File: src/rtl/irqc_pkg.sv
package irqc_pkg;

    localparam int LOCAL_N = 8;
    localparam int BANK_N  = 32;
    localparam int DATA_W  = 32;
    localparam int ADDR_W  = 8;
    localparam int FCTL_W  = 8;

    typedef enum logic [ADDR_W-1:0] {
        RA_TOP_PEND = 8'h00,
        RA_B1_PEND  = 8'h04,
        RA_B2_PEND  = 8'h08,
        RA_FCTL     = 8'h0C,
        RA_B1_SET   = 8'h10,
        RA_B2_SET   = 8'h14,
        RA_LOC_SET  = 8'h18,
        RA_B1_CLR   = 8'h1C,
        RA_B2_CLR   = 8'h20,
        RA_LOC_CLR  = 8'h24
    } reg_addr_e;

    // Folded top-level word layout
    localparam int SUM1_BIT = LOCAL_N;
    localparam int SUM2_BIT = LOCAL_N + 1;
    localparam int SC1_N    = 5;
    localparam int SC2_N    = 6;
    localparam int SC1_BASE = LOCAL_N + 2;
    localparam int SC2_BASE = SC1_BASE + SC1_N;
    localparam int TOP_USED = SC2_BASE + SC2_N;

    localparam int SC1_IDX [SC1_N] = '{7, 9, 10, 18, 19};
    localparam int SC2_IDX [SC2_N] = '{21, 22, 23, 24, 25, 30};

    function automatic logic [BANK_N-1:0] sc1_mask();
        logic [BANK_N-1:0] m = '0;
        for (int i = 0; i < SC1_N; i++) m[SC1_IDX[i]] = 1'b1;
        return m;
    endfunction

    function automatic logic [BANK_N-1:0] sc2_mask();
        logic [BANK_N-1:0] m = '0;
        for (int i = 0; i < SC2_N; i++) m[SC2_IDX[i]] = 1'b1;
        return m;
    endfunction

    // group 0 = local, 1 = bank 1, 2 = bank 2
    function automatic logic [ADDR_W-1:0] set_ofs(int g);
        case (g)
            0:       return RA_LOC_SET;
            1:       return RA_B1_SET;
            default: return RA_B2_SET;
        endcase
    endfunction

    function automatic logic [ADDR_W-1:0] clr_ofs(int g);
        case (g)
            0:       return RA_LOC_CLR;
            1:       return RA_B1_CLR;
            default: return RA_B2_CLR;
        endcase
    endfunction

endpackage

File: src/rtl/irqc_en_bank.sv
module irqc_en_bank #(
    parameter int W = 32
) (
    input  logic         clk,
    input  logic         rst,
    input  logic         set_we,
    input  logic         clr_we,
    input  logic [W-1:0] wbits,
    input  logic [W-1:0] raw,
    output logic [W-1:0] en_q,
    output logic [W-1:0] pend
);

    always_ff @(posedge clk) begin
        if (rst)         en_q <= '0;
        else if (set_we) en_q <= en_q | wbits;
        else if (clr_we) en_q <= en_q & ~wbits;
    end

    assign pend = raw & en_q;

    AST_SET_TAKES: assert property (@(posedge clk) disable iff (rst)
        set_we |=> ((en_q & $past(wbits)) == $past(wbits)));
    AST_SET_KEEPS: assert property (@(posedge clk) disable iff (rst)
        set_we |=> ((en_q & ~$past(wbits)) == ($past(en_q) & ~$past(wbits))));
    AST_CLR_TAKES: assert property (@(posedge clk) disable iff (rst)
        (clr_we && !set_we) |=> ((en_q & $past(wbits)) == '0));
    AST_EN_HOLD: assert property (@(posedge clk) disable iff (rst)
        (!set_we && !clr_we) |=> $stable(en_q));

endmodule

File: src/rtl/irqc_fold.sv
module irqc_fold
    import irqc_pkg::*;
(
    input  logic [LOCAL_N-1:0] loc_pend,
    input  logic [BANK_N-1:0]  b1_pend,
    input  logic [BANK_N-1:0]  b2_pend,
    output logic [DATA_W-1:0]  top_word
);

    localparam logic [BANK_N-1:0] M1 = sc1_mask();
    localparam logic [BANK_N-1:0] M2 = sc2_mask();

    assign top_word[LOCAL_N-1:0] = loc_pend;
    assign top_word[SUM1_BIT]    = |(b1_pend & ~M1);
    assign top_word[SUM2_BIT]    = |(b2_pend & ~M2);

    for (genvar k = 0; k < SC1_N; k++) begin : g_sc1
        assign top_word[SC1_BASE + k] = b1_pend[SC1_IDX[k]];
    end

    for (genvar k = 0; k < SC2_N; k++) begin : g_sc2
        assign top_word[SC2_BASE + k] = b2_pend[SC2_IDX[k]];
    end

    assign top_word[DATA_W-1:TOP_USED] = '0;

endmodule

File: src/rtl/irqc_banked.sv
module irqc_banked
    import irqc_pkg::*;
#(
    parameter int N_LOC  = LOCAL_N,
    parameter int N_BANK = BANK_N,
    parameter int DW     = DATA_W,
    parameter int AW     = ADDR_W,
    parameter int FW     = FCTL_W,
    localparam int SRC_N = N_LOC + 2 * N_BANK,
    localparam int GRP_N = 3
) (
    input  logic             clk,
    input  logic             rst,
    input  logic [SRC_N-1:0] src_level,
    input  logic             reg_wen,
    input  logic [AW-1:0]    reg_addr,
    input  logic [DW-1:0]    reg_wdata,
    output logic [DW-1:0]    reg_rdata,
    output logic             cpu_irq
);

    logic [GRP_N-1:0][N_BANK-1:0] en_pad;
    logic [GRP_N-1:0][N_BANK-1:0] pend_pad;
    logic [GRP_N-1:0]             set_we, clr_we;
    logic [FW-1:0]                fctl_q;
    logic [DW-1:0]                top_word;

    for (genvar g = 0; g < GRP_N; g++) begin : g_grp
        localparam int W  = (g == 0) ? N_LOC : N_BANK;
        localparam int LO = (g == 0) ? 0 : N_LOC + (g - 1) * N_BANK;

        assign set_we[g] = reg_wen && (reg_addr == set_ofs(g));
        assign clr_we[g] = reg_wen && (reg_addr == clr_ofs(g));

        irqc_en_bank #(.W(W)) u_bank (
            .clk    (clk),
            .rst    (rst),
            .set_we (set_we[g]),
            .clr_we (clr_we[g]),
            .wbits  (reg_wdata[W-1:0]),
            .raw    (src_level[LO +: W]),
            .en_q   (en_pad[g][W-1:0]),
            .pend   (pend_pad[g][W-1:0])
        );

        if (W < N_BANK) begin : g_pad
            assign en_pad[g][N_BANK-1:W]   = '0;
            assign pend_pad[g][N_BANK-1:W] = '0;
        end
    end

    irqc_fold u_fold (
        .loc_pend (pend_pad[0][N_LOC-1:0]),
        .b1_pend  (pend_pad[1]),
        .b2_pend  (pend_pad[2]),
        .top_word (top_word)
    );

    always_ff @(posedge clk) begin
        if (rst)                                       fctl_q <= '0;
        else if (reg_wen && reg_addr == AW'(RA_FCTL)) fctl_q <= reg_wdata[FW-1:0];
    end

    always_comb begin
        reg_rdata = '0;
        case (reg_addr)
            AW'(RA_TOP_PEND): reg_rdata = top_word;
            AW'(RA_B1_PEND):  reg_rdata = DW'(pend_pad[1]);
            AW'(RA_B2_PEND):  reg_rdata = DW'(pend_pad[2]);
            AW'(RA_FCTL):     reg_rdata = DW'(fctl_q);
            AW'(RA_LOC_SET):  reg_rdata = DW'(en_pad[0]);
            AW'(RA_B1_SET):   reg_rdata = DW'(en_pad[1]);
            AW'(RA_B2_SET):   reg_rdata = DW'(en_pad[2]);
            default:          reg_rdata = '0;
        endcase
    end

    assign cpu_irq = |pend_pad;

    AST_IRQ_NEEDS_EN: assert property (@(posedge clk) disable iff (rst)
        cpu_irq |-> (|src_level));
    AST_IRQ_FROM_TOP: assert property (@(posedge clk) disable iff (rst)
        (top_word == '0) |-> !cpu_irq);
    AST_SUM1_SHORTCUT_ONLY: assert property (@(posedge clk) disable iff (rst)
        ((pend_pad[1] & ~sc1_mask()) == '0) |-> !top_word[SUM1_BIT]);
    AST_SUM2_SHORTCUT_ONLY: assert property (@(posedge clk) disable iff (rst)
        ((pend_pad[2] & ~sc2_mask()) == '0) |-> !top_word[SUM2_BIT]);
    AST_TOP_UPPER_ZERO: assert property (@(posedge clk) disable iff (rst)
        top_word[DW-1:TOP_USED] == '0);

endmodule

File: config.mk
export PLATFORM = sky130hd
export DESIGN_NAME = irqc_banked
export DESIGN_NICKNAME = d
export VERILOG_FILES = /design/src/rtl/irqc_pkg.sv /design/src/rtl/irqc_en_bank.sv /design/src/rtl/irqc_fold.sv /design/src/rtl/irqc_banked.sv
export SDC_FILE = /design/constraint.sdc
export NUM_CORES = 1
export LEC_CHECK = 0
export BUFFER_PORTS_ARGS = -buffer_cell sky130_fd_sc_hd__buf_2
export CAP_MARGIN = 20
export CELL_PAD_IN_SITES_DETAIL_PLACEMENT = 1
export CELL_PAD_IN_SITES_GLOBAL_PLACEMENT = 1
export CORE_ASPECT_RATIO = 0.9
export CORE_UTILIZATION = 35
export CTS_CLUSTER_SIZE = 16
export DETAILED_ROUTE_END_ITERATION = 16
export MAX_ROUTING_LAYER = met4
export PLACE_DENSITY = 0.79
export SYNTH_ARGS = -nofsm -noshare
export SYNTH_HDL_FRONTEND = slang
export SYNTH_HIERARCHICAL = 1
export SYNTH_SLANG_ARGS = --single-unit
File: constraint.sdc
create_clock -name clk -period 1.9 [get_ports clk]
set_input_delay 0.095 -clock clk [delete_from_list [all_inputs] [get_ports clk]]
set_output_delay 0.095 -clock clk [all_outputs]
set_load 0.05 [all_outputs]
==> results.cfg, run 1 <==
[die]
die-area_mm2 = 0.01689
rows = 43
ios = 148
initial_utilization_pct = 36.47
die_h_um = 123.4
core_mm2 = 0.01571
die_w_um = 136.9

[sta]
min_period_ps = 2380
timing.hold.ws_ps = 21.98
drv_slew = 0
period_share_pct = 125.3
relSlewSlack_pct = 64.35
fin_setup_tns_ps = -1026
worst_slack_ps = -480.3
finalHoldViolations = 0
clock-skew-final_ps = 0
rsz0062_at_grt = yes
setup_viol = 3
max_freq_mhz = 420.1
tightestPinTransition_ps = 534.7

[grt]
track_usage_pct = 28.86
use_met1_pct = 36.81
grt_busiest_layer = met2
antenna_found_initial = 0
use_met2_pct = 43.59
grt_max_degree = 42
grtUsageMet3_pct = 7.462
grt.overflow.total = 0
grt_pass1_vias = 6233
grt_pass1_wl_um = 35310

[run_status]
outcome = complete, but fails checks
violations = negative setup slack

[critical_path]
reg2regPathDepth = 3
rrSetupSlack_ps = 900
critPathKind = reg2out
critPathLaunchType = register
cp.required_ps = 1800
worstSetupEndpointType = primary output
cp_max_fo = 3
crit_arrival_ps = 2290
endpoint = reg_rdata[9]

[synthesis]
ys_warn_count = 6
synth.avg_cell_area_um2 = 8.801
synthXorXnorAreaFrac_pct = 0
ys.flop_type = dfxtp_1
synth_area_mm2 = 0.005729
synth_fa_ha_area_share_pct = 0
synth.area.mux_share_pct = 1.398
synth-seq-cells = 80
synth_edf_count = 0
synth_top_family_by_area = compound AO/OA/AOI/OAI gates
synth.distinct_cells = 42
synthCells = 651
ys_seq_area_share_pct = 27.95
async_flop_share_pct = 0
synthSimpleGateAreaFrac_pct = 22.01
synth_compound_area_share_pct = 39.64

[layout]
layout_commonest_cell = buf_2
fillers = 1884
n_antenna_cell = 0
multiInputGateArea_mm2 = 0.003840
drive_gt1_share_pct = 44.44
final_util_pct = 48.02
area.sequential_mm2 = 0.001607
final_cell_mix = buf_2 (138), nand2_1 (81), dfxtp_1 (76)
nets = 940
syn2layout_area_growth_pct = 31.69

[routing]
detail-route-antenna-nets = 0
dr.pass1.iters = 6
finalWirelength_um = 23320
wl_per_cell_um = 22.64
num_vias = 6114
first_iter_violations = 500
route.detailed.drc = 0
vias_per_cell = 5.936

[clock_network]
cts_tree = built
cts_buffers = 9
clk_pin_slew_ps = 60
ctsLongestPathBuffers = 2
cts_sinks = 80
hold_buffers = 0
cts-root-buf = clkbuf_16
h-tree-depth = 3
clk_latency_ps = 350

[pwr]
worst_ir_drop_vdd_mv = 0.4261
power.leakage_uw = 0.003053
power_density_mw_per_mm2 = 509.6

[worst_hold_path]
hold_path_class = in2reg
worstHoldStart = reg_wdata[24]

[placement]
place_worst_setup_slack_ps = -126.3
gp_congestion = 0.9247
port_buffers = 147
hpwl_um = 17190

[flow_run]
drv_cap = 0
-- critical path, stage by stage, from the launching register on --
cell and delay, ps:
dfxtp_1 300, and2_1 180, nor4_1 450, and3_1 250
nand4_1 130, a22oi_1 160, o22ai_1 100, a21o_1 190
buf_6 150
-- layer usage --
metal / up-vias / wire length (µm)
li1: 2744 / -
met1: 3034 / 10280
met2: 278 / 10630
met3: 58 / 1713
met4: 0 / 704
met5: - / 0
-- what timing repair did --
action | in CTS | in global routing
setup buffers | 0 | 1
pin swaps | 10 | 9
gates resized for setup | 27 | 34
setup endpoints to repair | 3 | 10
-- how the worst min path moves through the flow --
stage / cells past startpoint / end
6_report: 3 / register
2_1_floorplan: 1 / register
3_5_place_dp: 3 / register
4_1_cts: 3 / register
5_1_grt: 3 / register
3_3_place_gp: 3 / register
-- cell type report --
type / count / area share [%]
Multi-Input combinational cell: 504 / 50.90
Sequential cell: 80 / 21.29
Timing Repair Buffer: 229 / 20.50
Clock buffer: 11 / 3.350
Tap cell: 202 / 3.350
Clock inverter: 3 / 0.5638
Inverter: 1 / 0.04975
-- cell usage after synthesis (10+ instances only) --
library cell | number | share of area [%]
nand2_1 | 81 | 5.3
dfxtp_1 | 80 | 28
and2_1 | 73 | 8.0
a21bo_1 | 66 | 12
a21oi_2 | 63 | 9.6
a22oi_1 | 48 | 6.3
buf_4 | 34 | 4.5
nor4_1 | 29 | 3.2
buf_2 | 25 | 2.2
a22o_1 | 17 | 2.6
o22ai_1 | 14 | 1.5
nor2_1 | 10 | 0.66
-- metrics by stage --
step	instances	instance area (µm²)	total power [µW]
2_1_floorplan	661	5767	1838
3_3_place_gp	1015	7025	2071
4_1_cts	1029	7430	3869
5_1_grt	1030	7545	3959
6_report	1030	7545	3845
3_5_place_dp	1015	7025	2074
-- report_power, final --
part           internal [µW]  total (µW)  switching, µW
clock                   1070        1790            721
sequential              1680        1680           1.46
combinational            140         371            231
-- cell families (layout without fill, tap and decap cells) --
logic type / after synthesis / in the layout
AOI/OAI and AO/OA: 263 / 263
and+or+nand+nor: 222 / 222
DFF: 80 / 80
buffers and inverters: 77 / 244
muxes: 8 / 8
other: 1 / 11
No activity file was read; power rests on OpenSTA's default activity.
==> run 2: changes to the inputs <==
- BUFFER_PORTS_ARGS: -buffer_cell sky130_fd_sc_hd__buf_2 -> -buffer_cell sky130_fd_sc_hd__buf_4
- clock period: 1.9 -> 2.7 ns (I/O delays scaled with it)
==> run 2 against run 1 <==
Combinational power fell by 23%. Critical endpoint unchanged. Total power is 30% lower. The flow now finishes without violations. Highest routed layer unchanged. Register-to-register slack improved by 980 ps. Global-route usage about the same. Die area stayed put. Final cell count fell by 5.8%. Flip-flop and latch count is the same. Clock power is 32% lower. Via count shrank 2.4%. Non-clock buffer count down 61.
==> results.cfg, run 2 (synthesized netlist as in run 1, its figures left out) <==
[critical_path]
reg2regPathDepth = 2
critPathKind = reg2out
critPathLaunchType = register
cp_max_fo = 3
worstSetupEndpointType = primary output
cp.required_ps = 2570
crit_arrival_ps = 2350
rrSetupSlack_ps = 1880

[clock_network]
post_cts_resized = 0
ctsLongestPathBuffers = 2
cts_buffers = 9
h-tree-depth = 3
cts_tree = built
hold_buffers = 0
cts_sinks = 80
clk_pin_slew_ps = 60
cts_setup_buffers = 0
clk_latency_ps = 350
cts-root-buf = clkbuf_16

[sta]
max_freq_mhz = 402.1
rsz0062_at_grt = no
drv_slew = 0
clock-skew-final_ps = 0
setup_viol = 0
relSlewSlack_pct = 63.02
min_period_ps = 2487
finalHoldViolations = 0
period_share_pct = 92.12
fin_setup_tns_ps = 0
tightestPinTransition_ps = 554.1
timing.hold.ws_ps = 68.39

[routing]
wl_per_cell_um = 23.80
route.detailed.drc = 0
finalWirelength_um = 23090
dr.pass1.iters = 6
first_iter_violations = 535
num_vias = 5967
detail-route-antenna-nets = 0
vias_per_cell = 6.152

[grt]
track_usage_pct = 28.84
grt_pass1_wl_um = 35110
grt_pass1_vias = 6172
grt_max_degree = 42
grt.overflow.total = 0
antenna_found_initial = 0

[die]
ios = 148
die_w_um = 136.9
die_h_um = 123.4
core_mm2 = 0.01571
rows = 43
initial_utilization_pct = 36.47
die-area_mm2 = 0.01689

[layout]
n_antenna_cell = 0
finalNonFillerCells = 970
multiInputGateArea_mm2 = 0.003665
layout_commonest_cell = buf_4
final_cell_mix = buf_4 (165), nand2_1 (81), dfxtp_1 (80)
syn2layout_area_growth_pct = 24.18
nets = 879
fillers = 1891
stdcell_area_mm2 = 0.007114
area.sequential_mm2 = 0.001602
drive_gt1_share_pct = 35.03

[pwr]
worst_ir_drop_vdd_mv = 0.2922
power.leakage_uw = 0.002719
p_total_uw = 2694
power_density_mw_per_mm2 = 378.6

[placement]
port_buffers = 147
gp_congestion = 0.8810
hpwl_um = 16630
placed_area_mm2 = 0.006822
place_inst = 955

[worst_hold_path]
hold_path_class = in2reg
worstHoldStart = reg_wdata[25]
worstHoldPathCells = 3

[run_status]
outcome = completed

[flow_run]
drv_cap = 0
==> run 2: cell count changes in the layout (fill, tap and decap cells not counted), moves of 3 or more <==
cell	before	now
and2_1	57	73
and2_4	15	0
buf_12	12	3
buf_2	138	0
buf_4	73	165
buf_6	4	0
dfxtp_1	76	80
dfxtp_2	4	0
nor4_1	16	29
nor4_2	10	0
nor4_4	5	2
==> run 2: final cells by class <==
class / count / area share [%]
multi-input cells: 504 / 51.51
well taps: 202 / 3.553
clock inverters: 2 / 0.1759
flip-flops and latches: 80 / 22.51
inverters: 1 / 0.05276
clock buffers: 13 / 3.940
repair buffers: 168 / 18.26
==> run 2: critical path, cell delays in order, from the launching register on <==
cell and delay (ps):
dfxtp_1 320, and2_1 190, or4_1 550, nor3_2 130
nand4_1 140, a22oi_1 190, o22ai_1 100, a21o_1 190
buf_4 190
==> run 2: per-stage QoR <==
stage          util, %  setup slack (ps)
2_1_floorplan        -             749.1
4_1_cts          45.29             233.2
5_1_grt          45.29             92.05
3_5_place_dp     43.42             615.1
3_3_place_gp     43.42             651.7
6_report         45.29             212.8
==> run 2: worst max-delay path by stage <==
stage	start	endpoint	cells past startpoint
2_1_floorplan	reg_addr[1]	reg_rdata[17]	4
3_3_place_gp	register	reg_rdata[9]	8
3_5_place_dp	register	reg_rdata[9]	8
4_1_cts	register	reg_rdata[9]	8
5_1_grt	register	reg_rdata[9]	8
6_report	register	reg_rdata[9]	8
==> run 2: layer usage <==
layer | global-route usage, % | vias up | share of wire, %
met1 | 36.48 | 3011 | 43
met3 | 5.986 | 45 | 7.6
li1 | - | 2619 | -
met5 | - | - | 0
met4 | 10.30 | 0 | 2.7
met2 | 45.40 | 292 | 47
==> run 2: report_power, final <==
group | switching (µW) | leakage, µW | internal [µW]
combinational | 158 | 0.00193 | 130
sequential | 1.09 | 0.000644 | 1180
clock | 507 | 0.000144 | 717
==> run 3: changes to the inputs <==
- BUFFER_PORTS_ARGS: -buffer_cell sky130_fd_sc_hd__buf_4 -> not set
- DONT_BUFFER_PORTS: not set -> 1
- PLACE_DENSITY: 0.79 -> 0.69
==> run 3 against run 2 <==
Die area stayed put. Clock power is 6% higher. Global-route usage is 0.41 points lower. Sequential share of layout area is 0.67 points higher. Flip-flop and latch count stayed put. Utilization is 1.3 points lower. Largest cell class unchanged.
==> results.cfg, run 3 (synthesized netlist as in run 1, its figures left out) <==
[run_status]
outcome = completed

[clock_network]
h-tree-depth = 3
clk_latency_ps = 350
cts_sinks = 80
cts-root-buf = clkbuf_16
cts_setup_buffers = 0
ctsLongestPathBuffers = 2
cts_buffers = 9
clk_pin_slew_ps = 60
cts_tree = built

[sta]
rsz0062_at_grt = no
period_share_pct = 93.86
tightestPinTransition_ps = 851.5
setup_viol = 0
drv_slew = 0
fin_setup_tns_ps = 0
relSlewSlack_pct = 42.81
clock-skew-final_ps = 0
worst_slack_ps = 165.8
min_period_ps = 2534
max_freq_mhz = 394.6
finalHoldViolations = 0

[routing]
finalWirelength_um = 23000
vias_per_cell = 6.319
dr_wl_met2_um = 10900
routed.top_layer = met4
route.detailed.drc = 0
detail-route-antenna-nets = 0
first_iter_violations = 584
num_vias = 5687
met1_length_um = 9630
dr.pass1.iters = 5
met3_length_um = 1771
wl_per_cell_um = 25.55

[critical_path]
critPathKind = reg2out
critPathLaunchType = register
crit_arrival_ps = 2400
worstSetupEndpointType = primary output
cp.required_ps = 2570
cp_max_fo = 3

[grt]
grt.overflow.total = 0
grt_pass1_wl_um = 34800
antenna_found_initial = 10
track_usage_pct = 28.43
grt_max_degree = 81
grt_pass1_vias = 5939

[die]
rows = 43
core_mm2 = 0.01571
ios = 148
initial_utilization_pct = 36.47
die_h_um = 123.4
die_w_um = 136.9
die-area_mm2 = 0.01689

[placement]
port_buffers = 0
hpwl_um = 16270
gp_congestion = 0.8896
place_worst_setup_slack_ps = 642.7

[pwr]
p_comb_share_pct = 6.5
power_density_mw_per_mm2 = 383.5
switching_power_uw = 626.1
p_total_uw = 2650
power.leakage_uw = 0.002375
p_seq_share_pct = 44.6
switching_share_pct = 23.63
p_clk_share_pct = 48.8
worst_ir_drop_vdd_mv = 0.3054
power.internal_uw = 2024

[flow_run]
drv_cap = 0

[layout]
syn2layout_area_growth_pct = 20.59
layout_commonest_cell = nand2_1
drive_gt1_share_pct = 22.48
final_cell_mix = nand2_1 (81), dfxtp_1 (80), and2_1 (73)
nets = 796
final_util_pct = 43.98

[worst_hold_path]
worstHoldStart = reg_wen
hold_path_class = in2reg
-- run 3: changes by cell type in the layout (fill, tap and decap cells not counted) --
cell	delta
bufinv_16	+1
nor4bb_2	+1
buf_12	+21
clkbuf_8	-1
dlygate4sd3_1	+33
nor4bb_1	-1
clkinvlp_4	-1
buf_4	-138
diode_2	+13
clkinv_2	+1
buf_16	+1
-- run 3: critical path, cell delays in order, from the launching register on --
cell	delay [ps]
dfxtp_1	330
and2_1	180
or4_1	570
nor3_2	150
nand4_1	130
a22oi_1	190
o22ai_1	120
a21o_1	220
buf_12	160
-- run 3: power groups by stage --
stage | combinational (µW) | clock (µW) | sequential [µW]
after floorplan | 84.6 | 0 | 1210
after global placement | 70.5 | 0 | 1210
after detailed placement | 71.6 | 0 | 1210
after CTS | 171 | 1310 | 1180
after global routing | 183 | 1360 | 1180
final | 173 | 1290 | 1180
-- run 3: metal layers --
layer  up-vias  track usage, %
met5         -               -
met4         0           12.50
met3        65           7.298
met2       288           44.04
met1      2858           34.83
li1       2476               -
-- run 3: final cells by class --
| class | instances | area, µm² |
|---|---|---|
| multi-input cells | 504 | 3671 |
| clock inverters | 3 | 40.04 |
| inverters | 1 | 3.754 |
| fillers | 1834 | 8801 |
| repair buffers | 85 | 1041 |
| flip-flops and latches | 80 | 1602 |
| well taps | 202 | 252.7 |
| diodes | 13 | 32.53 |
| clock buffers | 12 | 266.5 |
-- run 3: through the flow --
| step | cells | hold slack [ps] | area [µm²] |
|---|---|---|---|
| finish | 900 | 135.1 | 6909 |
| global route | 897 | 147.2 | 6902 |
| CTS | 887 | 124.3 | 6877 |
| detailed placement | 838 | 208.4 | 6212 |
| global placement | 838 | 208.8 | 6212 |
| floorplan | 661 | 204.1 | 5767 |
-- run 3: path summary, 6_finish.rpt --
path	to	slack [ps]	cells past startpoint
hold reg to reg	fctl_q[7]$_SDFFE_PP0P_	510	2
setup reg to reg	register	1410	3
setup / recovery	reg_rdata[9]	170	8
hold / removal	fctl_q[7]$_SDFFE_PP0P_	140	3
-- run 3: timing repair --
item                       CTS  global route
hold buffers                34             0
setup endpoints to repair    0             0
resized for setup            0             0
hold endpoints to repair    80             0
